`config.mk`:
```
export PLATFORM = sky130hd
export DESIGN_NAME = tmr_pwm_channel
export DESIGN_NICKNAME = d
export VERILOG_FILES = /design/src/rtl/tmr_pwm_pkg.sv /design/src/rtl/tmr_prescaler.sv /design/src/rtl/tmr_counter.sv /design/src/rtl/tmr_compare.sv /design/src/rtl/tmr_pin_ctrl.sv /design/src/rtl/tmr_pwm_channel.sv
export SDC_FILE = /design/constraint.sdc
export NUM_CORES = 1
export LEC_CHECK = 0
export ABC_AREA = 1
export BUFFER_PORTS_ARGS = -buffer_cell sky130_fd_sc_hd__buf_2
export CORE_MARGIN = 5
export CORE_UTILIZATION = 40
export CTS_CLUSTER_SIZE = 20
export DETAILED_ROUTE_END_ITERATION = 12
export PLACE_DENSITY_LB_ADDON = 0.3
export SETUP_SLACK_MARGIN = 0.1
export SKIP_LAST_GASP = 1
export SLEW_MARGIN = 20
export SYNTH_ARGS = -nofsm -noshare
export SYNTH_HDL_FRONTEND = slang
export SYNTH_HIERARCHICAL = 1
export SYNTH_SLANG_ARGS = --single-unit
export TNS_END_PERCENT = 5
```
`constraint.sdc`:
```
create_clock -name clk -period 4 [get_ports clk]
set_input_delay 0.2 -clock clk [delete_from_list [all_inputs] [get_ports clk]]
set_output_delay 0.2 -clock clk [all_outputs]
set_load 0.02 [all_outputs]
```
`src/rtl/tmr_pwm_pkg.sv`:
```
package tmr_pwm_pkg;

  localparam logic [2:0] ADR_CTRL = 3'd0;
  localparam logic [2:0] ADR_IOC  = 3'd1;
  localparam logic [2:0] ADR_CNT  = 3'd2;
  localparam logic [2:0] ADR_RUN  = 3'd3;
  localparam logic [2:0] ADR_GR0  = 3'd4;

  localparam logic [1:0] MODE_PWM1 = 2'd2;

  localparam logic [2:0] CLR_A = 3'd1;
  localparam logic [2:0] CLR_B = 3'd2;
  localparam logic [2:0] CLR_C = 3'd5;
  localparam logic [2:0] CLR_D = 3'd6;

  localparam int OE_LSB = 12;

  typedef enum logic [1:0] {
    ACT_KEEP   = 2'd0,
    ACT_LOW    = 2'd1,
    ACT_HIGH   = 2'd2,
    ACT_TOGGLE = 2'd3
  } pin_act_e;

  typedef struct packed {
    logic [1:0] mode;
    logic [2:0] clr_sel;
    logic [1:0] presc;
  } ctrl_t;

  // cycles per count step minus one
  function automatic logic [5:0] presc_limit(input logic [1:0] sel);
    case (sel)
      2'd0:    return 6'd0;
      2'd1:    return 6'd3;
      2'd2:    return 6'd15;
      default: return 6'd63;
    endcase
  endfunction

  // one-hot choice of the clearing register, empty for unused codes
  function automatic logic [3:0] clr_mask(input logic [2:0] code, input int num_gr);
    case (code)
      CLR_A:   return 4'b0001;
      CLR_B:   return 4'b0010;
      CLR_C:   return (num_gr > 2) ? 4'b0100 : 4'b0000;
      CLR_D:   return (num_gr > 2) ? 4'b1000 : 4'b0000;
      default: return 4'b0000;
    endcase
  endfunction

  function automatic logic apply_act(input logic cur, input logic [1:0] act);
    case (pin_act_e'(act))
      ACT_LOW:    return 1'b0;
      ACT_HIGH:   return 1'b1;
      ACT_TOGGLE: return ~cur;
      default:    return cur;
    endcase
  endfunction

endpackage

```
`src/rtl/tmr_prescaler.sv`:
```
module tmr_prescaler
  import tmr_pwm_pkg::*;
(
  input  logic       clk,
  input  logic       rst_n,
  input  logic       run,
  input  logic [1:0] sel,
  output logic       tick
);

  localparam int DIV_W = 6;

  logic [DIV_W-1:0] pre_q;
  logic [DIV_W-1:0] lim;

  assign lim  = presc_limit(sel);
  assign tick = run && (pre_q >= lim);

  always_ff @(posedge clk or negedge rst_n) begin
    if (!rst_n)      pre_q <= '0;
    else if (!run)   pre_q <= '0;
    else if (tick)   pre_q <= '0;
    else             pre_q <= pre_q + 1'b1;
  end

  // back-to-back steps only with divide-by-one
  a_r2_back_to_back: assert property (@(posedge clk) disable iff (!rst_n)
    (tick && $past(tick) && $past(run) && $stable(sel)) |-> (sel == 2'd0))
    else $error("R2 consecutive ticks with a divider above one");

endmodule

```
`src/rtl/tmr_counter.sv`:
```
module tmr_counter #(
  parameter int CNT_W = 16
) (
  input  logic             clk,
  input  logic             rst_n,
  input  logic             tick,
  input  logic             clr_hit,
  input  logic             wr,
  input  logic [CNT_W-1:0] wdata,
  output logic [CNT_W-1:0] cnt
);

  always_ff @(posedge clk or negedge rst_n) begin
    if (!rst_n)        cnt <= '0;
    else if (wr)       cnt <= wdata;
    else if (tick) begin
      if (clr_hit)     cnt <= '0;
      else             cnt <= cnt + 1'b1;
    end
  end

  // software load wins
  a_r9_cnt_write: assert property (@(posedge clk) disable iff (!rst_n)
    wr |=> (cnt == $past(wdata)))
    else $error("R9 counter write not loaded");

  // clear on selected match
  a_r3_clear: assert property (@(posedge clk) disable iff (!rst_n)
    (tick && clr_hit && !wr) |=> (cnt == '0))
    else $error("R3 counter not cleared");

  // free-running wrap
  a_r4_wrap: assert property (@(posedge clk) disable iff (!rst_n)
    (tick && !clr_hit && !wr && (cnt == '1)) |=> (cnt == '0))
    else $error("R4 counter did not wrap");

endmodule

```
`src/rtl/tmr_compare.sv`:
```
module tmr_compare
  import tmr_pwm_pkg::*;
#(
  parameter int CNT_W  = 16,
  parameter int NUM_GR = 4
) (
  input  logic [CNT_W-1:0]             cnt,
  input  logic [NUM_GR-1:0][CNT_W-1:0] gr,
  input  logic                         tick,
  input  logic                         blk,
  input  logic [2:0]                   clr_sel,
  output logic [NUM_GR-1:0]            match,
  output logic                         clr_hit
);

  logic [3:0] sel_mask;

  assign sel_mask = clr_mask(clr_sel, NUM_GR);

  for (genvar g = 0; g < NUM_GR; g++) begin : g_cmp
    assign match[g] = tick && !blk && (cnt == gr[g]);
  end

  assign clr_hit = |(match & sel_mask[NUM_GR-1:0]);

endmodule

```
`src/rtl/tmr_pin_ctrl.sv`:
```
module tmr_pin_ctrl
  import tmr_pwm_pkg::*;
(
  input  logic       clk,
  input  logic       rst_n,
  input  logic [7:0] io_cfg,
  input  logic       io_wr,
  input  logic       io_init,
  input  logic       duty_hit,
  input  logic       per_hit,
  output logic       level
);

  logic after_duty;
  logic level_nxt;

  always_comb begin
    after_duty = duty_hit ? apply_act(level, io_cfg[1:0]) : level;
    level_nxt  = per_hit  ? apply_act(after_duty, io_cfg[5:4]) : after_duty;
  end

  always_ff @(posedge clk or negedge rst_n) begin
    if (!rst_n)     level <= 1'b0;
    else if (io_wr) level <= io_init;
    else            level <= level_nxt;
  end

  // constant encodings hold the pin
  a_r6_const_low: assert property (@(posedge clk) disable iff (!rst_n)
    (io_cfg == 8'h11) |-> !level)
    else $error("R6 pin left low setting");
  a_r6_const_high: assert property (@(posedge clk) disable iff (!rst_n)
    (io_cfg == 8'h66) |-> level)
    else $error("R6 pin left high setting");

  // period register action wins on a shared step
  a_r7_period_wins: assert property (@(posedge clk) disable iff (!rst_n)
    (duty_hit && per_hit && !io_wr && (io_cfg[5:4] == 2'd2)) |=> level)
    else $error("R7 duty action overrode period action");

endmodule

```
`src/rtl/tmr_pwm_channel.sv`:
```
module tmr_pwm_channel
  import tmr_pwm_pkg::*;
#(
  parameter int CNT_W  = 16,
  parameter int NUM_GR = 4
) (
  input  logic                  clk,
  input  logic                  rst_n,
  input  logic                  wr_en,
  input  logic [2:0]            wr_addr,
  input  logic [CNT_W-1:0]      wr_data,
  output logic [CNT_W-1:0]      cnt_o,
  output logic [NUM_GR/2-1:0]   pwm_o,
  output logic [NUM_GR/2-1:0]   pwm_oe
);

  localparam int NPIN  = NUM_GR / 2;
  localparam int IOC_W = 8 * NPIN;

  ctrl_t                      ctrl_q;
  logic [NPIN-1:0]            oe_en_q;
  logic [IOC_W-1:0]           ioc_q;
  logic                       run_q;
  logic [NUM_GR-1:0][CNT_W-1:0] gr_q;

  logic              tick;
  logic              cnt_wr;
  logic              ioc_wr;
  logic [NUM_GR-1:0] match;
  logic              clr_hit;

  assign cnt_wr = wr_en && (wr_addr == ADR_CNT);
  assign ioc_wr = wr_en && (wr_addr == ADR_IOC);

  // control, I/O, run
  always_ff @(posedge clk or negedge rst_n) begin
    if (!rst_n) begin
      ctrl_q  <= '0;
      oe_en_q <= '0;
      ioc_q   <= '0;
      run_q   <= 1'b0;
    end else if (wr_en) begin
      case (wr_addr)
        ADR_CTRL: begin
          ctrl_q.presc   <= wr_data[1:0];
          ctrl_q.clr_sel <= wr_data[6:4];
          ctrl_q.mode    <= wr_data[9:8];
          oe_en_q        <= wr_data[OE_LSB +: NPIN];
        end
        ADR_IOC: ioc_q <= wr_data[IOC_W-1:0];
        ADR_RUN: run_q <= wr_data[0];
        default: ;
      endcase
    end
  end

  // compare registers
  for (genvar g = 0; g < NUM_GR; g++) begin : g_gr
    always_ff @(posedge clk or negedge rst_n) begin
      if (!rst_n)
        gr_q[g] <= '0;
      else if (wr_en && (wr_addr == 3'(ADR_GR0 + g)))
        gr_q[g] <= wr_data;
    end
  end

  tmr_prescaler u_pre (
    .clk  (clk),
    .rst_n(rst_n),
    .run  (run_q),
    .sel  (ctrl_q.presc),
    .tick (tick)
  );

  tmr_compare #(.CNT_W(CNT_W), .NUM_GR(NUM_GR)) u_cmp (
    .cnt    (cnt_o),
    .gr     (gr_q),
    .tick   (tick),
    .blk    (cnt_wr),
    .clr_sel(ctrl_q.clr_sel),
    .match  (match),
    .clr_hit(clr_hit)
  );

  tmr_counter #(.CNT_W(CNT_W)) u_cnt (
    .clk    (clk),
    .rst_n  (rst_n),
    .tick   (tick),
    .clr_hit(clr_hit),
    .wr     (cnt_wr),
    .wdata  (wr_data),
    .cnt    (cnt_o)
  );

  for (genvar p = 0; p < NPIN; p++) begin : g_pin
    tmr_pin_ctrl u_pin (
      .clk     (clk),
      .rst_n   (rst_n),
      .io_cfg  (ioc_q[8*p +: 8]),
      .io_wr   (ioc_wr),
      .io_init (wr_data[8*p + 2]),
      .duty_hit(match[2*p]),
      .per_hit (match[2*p + 1]),
      .level   (pwm_o[p])
    );
    assign pwm_oe[p] = (ctrl_q.mode == MODE_PWM1) && oe_en_q[p];
  end

  // stopped counter holds
  a_r1_hold: assert property (@(posedge clk) disable iff (!rst_n)
    (!run_q && !cnt_wr) |=> $stable(cnt_o))
    else $error("R1 counter moved while stopped");

  // enables only in pairing mode
  a_r8_oe_mode: assert property (@(posedge clk) disable iff (!rst_n)
    (pwm_oe != '0) |-> (ctrl_q.mode == MODE_PWM1))
    else $error("R8 enable outside pairing mode");

endmodule

```
Word level (Yosys, flattened, before mapping)
Cells that the tools add are included.
{ "op_classes": {"n_reduce_logical": 22, "bitwise_logic": 5, "addsub": 2, "n_eq_ne": 30, "n_lt_le_gt_ge": 1, "n_mux": 17} }
{ "ops": {"columns": ["cell", "n"], "rows": [
  ["$eq 16x16->1", 4],
  ["$mux 16", 3],
  ["$eq 2x2->1 const B", 10],
  ["$eq 3x3->1 const B", 6],
  ["$pmux 6 s3", 1],
  ["$add 16x1->16 const B", 1],
  ["$pmux 4 s4", 1],
  ["$logic_and 1x1->1", 14],
  ["$mux 6", 2],
  ["$pmux 1 s3", 4],
  ["$eq 2x1->1 const B", 5],
  ["$eq 3x2->1 const B", 3],
  ["$add 6x1->6 const B", 1],
  ["$eq 3x1->1 const B", 2],
  ["$ge 6x6->1", 1],
  ["$mux 1", 6],
  ["$reduce_and 2->1", 3],
  ["$and 4x4->4", 1],
  ["$not 1->1", 4],
  ["$reduce_or 4->1", 1],
  ["$logic_not 3->1", 1],
  ["$logic_not 2->1", 1],
  ["$reduce_bool 2->1", 1],
  ["$logic_not 1->1", 1]
]} }
{ "totals": {"word_cells": 91, "register_bits": 112} }

Longest topological paths before layout
Gate-level depths: netlist (run 1).
{ "depth": {"ltp_word": 11, "depth_mapped": 26, "mapped_depth_nobuf": 26} }

Modules after synthesis
Netlist (run 1), hierarchy kept.
{ "modules_own_cells": {"columns": ["mod", "cells_each", "area_per_inst_um2", "seq_area_each_um2", "instances"], "rows": [
  ["tmr_pwm_channel", 405, 3564.7, 2252.2, 1],
  ["tmr_compare", 255, 1112.3, 0.0, 1],
  ["tmr_counter", 157, 1106.1, 400.4, 1],
  ["tmr_prescaler", 65, 442.9, 150.1, 1],
  ["tmr_pin_ctrl", 15, 83.8, 25.0, 2]
]} }

Worst setup path after synthesis (run 1)
Ideal clock, no wire load.
{ "synth_path": {"kind": "flip-flop to flip-flop", "start": "register ctrl_q[1] (netlist name)", "end": "register u_cnt.cnt[6]", "n_path_buf": 0, "setup_slack_ps": 1144, "stages_incl_launch_ff": 25, "period_less_slack_ps": 2856, "t_arrival_ps": 2739, "setup_time_ps": 117, "cell_sequence": "dfrtp_1 > nor2_1 > inv_1 > ha_1 > inv_1 > nand2_1 > nand2_1 > nand2_1 > nand3_1 > a21oi_1 > inv_1 > nor2_2 > o21ai_0 > nor2_1 > nand2_1 > nor2_1 > nand4_1 > nand2_1 > inv_1 > nand2_1 > nor2_4 > a21oi_1 > o21ai_0 > nand2_1 > nand2_1"} }
{ "synth_via": {"elab_chain_cells": 11} }
{ "synth_rtl": {"columns": ["element", "line", "text"], "rows": [
  ["from (decl)", "tmr_pwm_channel.sv:20", "ctrl_t ctrl_q;"],
  ["$eq 2x2->1 (tied with other cells)", "tmr_pwm_pkg.sv:33", "case (sel)"],
  ["$pmux 6 s3 (*)", "tmr_pwm_pkg.sv:33", null],
  ["$ge 6x6->1 (*)", "tmr_prescaler.sv:17", "assign tick = run && (pre_q >= lim);"],
  ["$logic_and 1x1->1 (*)", "tmr_prescaler.sv:17", null],
  ["named net tick", "tmr_pwm_channel.sv:26", "logic tick;"],
  ["$logic_and 1x1->1 (*)", "tmr_compare.sv:21", "assign match[g] = tick && !blk && (cnt == gr[g]);"],
  ["$logic_and 1x1->1", "tmr_compare.sv:21", null],
  ["$and 4x4->4 (*)", "tmr_compare.sv:24", "assign clr_hit = |(match & sel_mask[NUM_GR-1:0]);"],
  ["$reduce_or 4->1 (*)", "tmr_compare.sv:24", null],
  ["named net clr_hit", "tmr_pwm_channel.sv:30", "logic clr_hit;"],
  ["$mux 16 (*)", "tmr_counter.sv:17", "if (clr_hit) cnt <= '0;"],
  ["$mux 16 (*)", "tmr_counter.sv:16", "else if (tick) begin"],
  ["$mux 16 (*)", "tmr_counter.sv:15", "else if (wr) cnt <= wdata;"],
  ["to (signal assigned)", "tmr_counter.sv:15", null],
  ["to (signal assigned)", "tmr_counter.sv:18", "else cnt <= cnt + 1'b1;"],
  ["to (decl)", "tmr_counter.sv:10", "output logic [CNT_W-1:0] cnt"]
]} }
Mark *: on every way through the listed nets, which the timed path passes. The rest lies on a longest branch. The select of a mux whose other input is x is not followed.
A chain may end at the register's enable or synchronous reset.

Worst setup path after layout (run 1)
Ends and elaborated chain as after synthesis.

==> results of run 1 <==
[power by group]
| group | switching (µW) | internal (µW) | total, µW | leakage, µW |
|---|---|---|---|---|
| Sequential | 418 | 1310 | 1730 | 0.00132 |
| Combinational | 894 | 487 | 1380 | 0.00222 |
| Clock | 407 | 501 | 908 | 0.000142 |
| Total | 1720 | 2300 | 4010 | 0.00369 |
[worst max-delay path, delay by kind of cell (launching register included)]
| family | cells | cell delay (ns) |
|---|---|---|
| buffers and inverters | 5 | 0.36 |
| AND/OR/NAND/NOR | 16 | 1.42 |
| AO/OA/AOI/OAI | 3 | 0.49 |
| adder cells (fa/ha/maj) | 1 | 0.27 |
| flip-flops | 1 | 0.43 |
[flip-flops by register name (all words and copies together) (netlist names)]
| register | count |
|---|---|
| gr_q | 64 |
| u_cnt/cnt | 16 |
| ioc_q | 8 |
| ctrl_q | 7 |
| u_pre/pre_q | 6 |
| g_pin.u_pin/level | 2 |
| oe_en_q | 2 |
| run_q | 1 |
[per-layer routing]
layer	vias up	part of all wire (%)	GRT usage, %
li1	2802	-	-
met1	2636	47	30.1
met2	180	45	33.6
met3	28	6.1	4.65
met4	0	1.9	6.34
met5	-	0	0
[layout by cell type, fill, tap and decap left out]
cell and instances:
bufinv_16 1, clkbuf_16 9, and3_1 3, nor2_4 3, clkinvlp_4 1, inv_1 80, buf_4 7, nor2_8 1
nor3b_1 2, buf_2 40, xor2_1 10, ha_1 6, o21ai_1 13, nand2_2 14, nand4_1 7, a22oi_1 10
dfrtp_1 106, xnor2_1 6, o31ai_1 1, clkinv_2 2, nor3_1 6, nand3b_1 1, nor2_1 53, o21bai_1 3
clkbuf_8 1, clkbuf_1 1, o21ai_0 18, nand2_1 413, a21oi_2 1, inv_6 1, o211ai_1 4, dlygate4sd3_1 1
nor2_2 16, nand3_1 61, a21oi_1 4, and3_2 1, nor3_2 1, inv_2 16
[path summary, 6_finish.rpt]
check / startpoint / to / slack [ns] / cells past startpoint
setup / recovery: ctrl_q[1] / u_cnt/cnt[6] / 0.92 / 25
hold / removal: wr_data[15] / gr_q[31] / 0.14 / 3
setup reg to reg: ctrl_q[1] / u_cnt/cnt[6] / 0.92 / 25
hold reg to reg: ioc_q[1] / ioc_q[1] / 0.47 / 2
max in group asynchronous: rst_n / u_pre/pre_q[3] / 2.64 / 3
min in group asynchronous: rst_n / gr_q[30] / 0.46 / 2
[stage by stage]
stage          power (µW)  cell area [µm²]  utilization (%)
6_report             4010             6770             44.9
3_5_place_dp         3120             6470             42.9
5_1_grt              4310             6770             44.9
2_1_floorplan        2580             6090                -
4_1_cts              4030             6770             44.9
3_3_place_gp         3110             6470             42.9
[repair_timing]
action                                  CTS  global route
endpoints found under the hold margin    58             0
buffers inserted                          0             0
hold buffers                              1             0
endpoints found under the setup margin    0             0
[area by class of cell]
cell class	count	area (µm²)
Tap cell	188	235
Multi-Input combinational cell	658	2960
Fill cell	1583	8320
Clock buffer	11	243
Clock inverter	4	51.3
Sequential cell	106	2650
Timing Repair Buffer	48	263
Inverter	97	365
==> out/metrics.cfg, run 1 <==
[worst_hold_path]
hold_class=input pin to flop

[clocking]
cts_num_sinks=106
insertion_delay_ns=0.36
clockBufferDepth=2
cts_root_buf=clkbuf_16
h-tree-depth=3
cts_resized=0
clk_pin_slew_worst_paths_ns=0.07
cts_buffers=9
cts_tree=done

[detailed_routing]
drc_errors=0
detail-route-antenna-nets=0
initialDrtViolationCount=628
drt_pass1_iterations=5
vias=5646
drt-total-wl_um=18300
vias_per_cell=5.08
post_drt_wl_per_cell_um=16.5

[final_layout]
stdcell_count=1112
syn_to_final_growth_pct=11.1
finalNetCount=948
drive_gt1_share_pct=12.4
antennaDiodeCount=0

[floorplanning]
core_area_mm2=0.0151
fp.dieW_um=133
ioPinCount=42
die_y_um=133
die_area_mm2=0.0178
initial_core_util_pct=40.4
rows=45

[pwr]
irDropWorstVdd_v=0.000228
power.density_mw_per_mm2=593
p_leak_uw=0.00369

[critical_path]
crit_type=flop to flop
worst_path_max_delay_cell=dfrtp_1
cpPeakStageDelay_ns=0.43
path_common_cell=nand2_1
end_kind=flop
cp_max_fo=7
cp_data_arrival_time_ns=3.33
cp-start-kind=flop
crit_required_ns=4.25

[global_route]
track_usage_pct=21.5
grt_pass1_wl_um=29500
grt_max_degree=61
grt-ovfl-total=0
antenna_found_initial=0
grt_pass1_vias=5260

[timing]
worst_slew_pin_slew_ns=0.863
hold_ws_ns=0.138
hold_violations=0
rsz0062_at_grt=false
fin_crit_sh_pct=76.9
min_period_ns=3.08
worst_clock_skew_ns=0.00921
max_freq_ghz=0.325
setup_viol=0
slew_headroom_pct=42.4
tns_ns=0
setup_ws_ns=0.925
drv_slew=0

[place]
place_congestion=0.922
place_ws_ns=0.955
hpwl_um=13100
io_buffers=41
place_inst=1096

[yosys]
synth.net_count=908
netlist_area_mm2=0.00609
syn_inst=880
synth.avg_cell_area_um2=6.92
yosysWarnings=6

[outcome]
outcome=completed

[flow_run]
maxCapViolations=0

Note: power is estimated with default switching activity, not from simulation.
==> run 2, diff against run 1 <==
clock period = 2.6 ns   (was 4 ns; I/O delays follow)
==> run 2 against run 1 <==
Against the previous run: the run now ends with negative setup slack left; sequential cell count is the same; sequential power grew 43%; sequential share of layout area shrank 1.2 points; first-iteration DRC count grew 7.2%; maximum frequency grew 15%; die area is the same; wire length grew 3.5%; register-to-register slack lost 1.0 ns; non-clock buffer count grew 25; critical path type unchanged; largest cell class unchanged; largest power group is now combinational logic.
==> out/metrics.cfg, run 2 (synthesized netlist as in run 1, its figures left out) <==
[floorplanning]
ioPinCount=42
die_area_mm2=0.0178
initial_core_util_pct=40.4
fp.dieW_um=133
die_y_um=133
rows=45
core_area_mm2=0.0151

[detailed_routing]
initialDrtViolationCount=673
drc_errors=0
detail-route-antenna-nets=0
drt_pass1_iterations=5
vias_per_cell=5.06
drt-total-wl_um=19000
vias=5754
post_drt_wl_per_cell_um=16.7

[final_layout]
final_common_cell=nand2_1
stdcell_count=1137
syn_to_final_growth_pct=14.8
antennaDiodeCount=0
layout_common_cells=nand2_1 (412), dfrtp_1 (106), inv_1 (79)
top_regs=gr_q (64), u_cnt/cnt (16), ioc_q (8)
finalNetCount=973
fin_util_pct=46.4
largest_reg_flops=64
largest-register=gr_q
drive_gt1_share_pct=15.4

[global_route]
grt_max_degree=52
antenna_found_initial=0
grt-ovfl-total=0
grt_pass1_vias=5548
track_usage_pct=22.1
grt_pass1_wl_um=30600

[clocking]
cts_root_buf=clkbuf_16
clk_pin_slew_worst_paths_ns=0.07
insertion_delay_ns=0.36
cts_buffers=9
clockBufferDepth=2
cts_tree=done
h-tree-depth=3
cts_num_sinks=106

[critical_path]
path_common_cell=nand2_1
cp_data_arrival_time_ns=2.93
end_kind=flop
crit_required_ns=2.85
cp-start-kind=flop
crit_chain=nor2_2, inv_1, ha_1, inv_1, nand2_1, nand2_1, nand2_1, nand3_2, a21oi_4, inv_2, nor2_4, o21ai_1, nor2_1, nand2_1, nor2_1, nand4_1, nand2_1, inv_1, nand2_2, nor2_4, a21oi_2, o21ai_0, nand2_1, nand2_1
crit_type=flop to flop
critPathLaunch=ctrl_q[1]
r2r_start=ctrl_q[1]
worst_path_max_delay_cell=dfrtp_1
cpPeakStageDelay_ns=0.40
cp_max_fo=6

[place]
place_congestion=0.965
hpwl_um=13700
io_buffers=41
place_ws_ns=-0.196
place_inst=1117

[timing]
hold_violations=0
max_freq_ghz=0.373
worst_clock_skew_ns=0.00781
worst_slew_pin_slew_ns=0.882
slew_headroom_pct=41.1
min_period_ns=2.68
rsz0062_at_grt=true
setup_viol=12
tns_ns=-0.507
drv_slew=0
hold_ws_ns=0.0663
setup_ws_ns=-0.0789
fin_crit_sh_pct=103

[worst_hold_path]
min-delay-start=wr_data[7]
hold_class=input pin to flop

[pwr]
p_leak_uw=0.00381
power.density_mw_per_mm2=917
irDropWorstVdd_v=0.000636

[outcome]
violations=negative setup slack
outcome=complete, but fails checks

[flow_run]
maxCapViolations=0

## run 2: changes by cell type in the layout (fill, tap and decap cells not counted), moves of 2 or more
cell | previous run | this run
buf_4 | 7 | 31
o21ai_0 | 18 | 16
nor2_1 | 53 | 51
o21ai_1 | 13 | 15
a21oi_1 | 4 | 2
## run 2: layout make-up
type | instances | area (µm²)
clock buffer | 11 | 233
clock inverter | 4 | 51.3
fill | 1567 | 8090
inverter | 97 | 365
multi-input combinational | 658 | 3000
sequential | 106 | 2650
tap | 188 | 235
timing repair buffer | 73 | 463
## run 2: repair_timing
action,CTS,global route
endpoints found under the hold margin,25,0
hold buffers,1,0
pin swaps,11,0
resized for setup,4,1
endpoints found under the setup margin,18,18
setup buffers,4,0
cloned,0,0
## run 2: through the flow
| step | total power, µW | area (µm²) |
|---|---|---|
| 2_1_floorplan | 3990 | 6120 |
| 3_3_place_gp | 4980 | 6660 |
| 3_5_place_dp | 5000 | 6660 |
| 4_1_cts | 6420 | 6990 |
| 5_1_grt | 6860 | 7000 |
| 6_report | 6410 | 7000 |
## run 2: where the power goes
group | leakage, µW | internal, µW | switching [µW] | total, µW
combinational | 0.00235 | 909 | 1650 | 2560
clock | 0.000136 | 745 | 633 | 1380
sequential | 0.00132 | 2020 | 457 | 2470
## run 2: final timing paths
kind / to / slack [ns] / cells after the start
setup / recovery: u_cnt/cnt[6] / -0.08 / 24
min in group asynchronous: gr_q[59] / 0.21 / 2
max in group asynchronous: u_cnt/cnt[0] / 1.64 / 3
setup reg to reg: u_cnt/cnt[6] / -0.08 / 24
hold / removal: gr_q[23] / 0.07 / 3
hold reg to reg: oe_en_q[0] / 0.47 / 2
## run 2: critical path, delay by kind of cell (launching register included)
family                   cells  cell delay (ns)
adder cells (fa/ha/maj)      1             0.28
buffers and inverters        4             0.20
flip-flops                   1             0.40
AO/OA/AOI/OAI                4             0.52
AND/OR/NAND/NOR             15             1.17
## run 2: routing by layer
layer	GRT usage, %	routed length [µm]
met4	5.49	272
met5	0	0
met2	35.1	8700
met1	30.6	8510
met3	5.10	1470
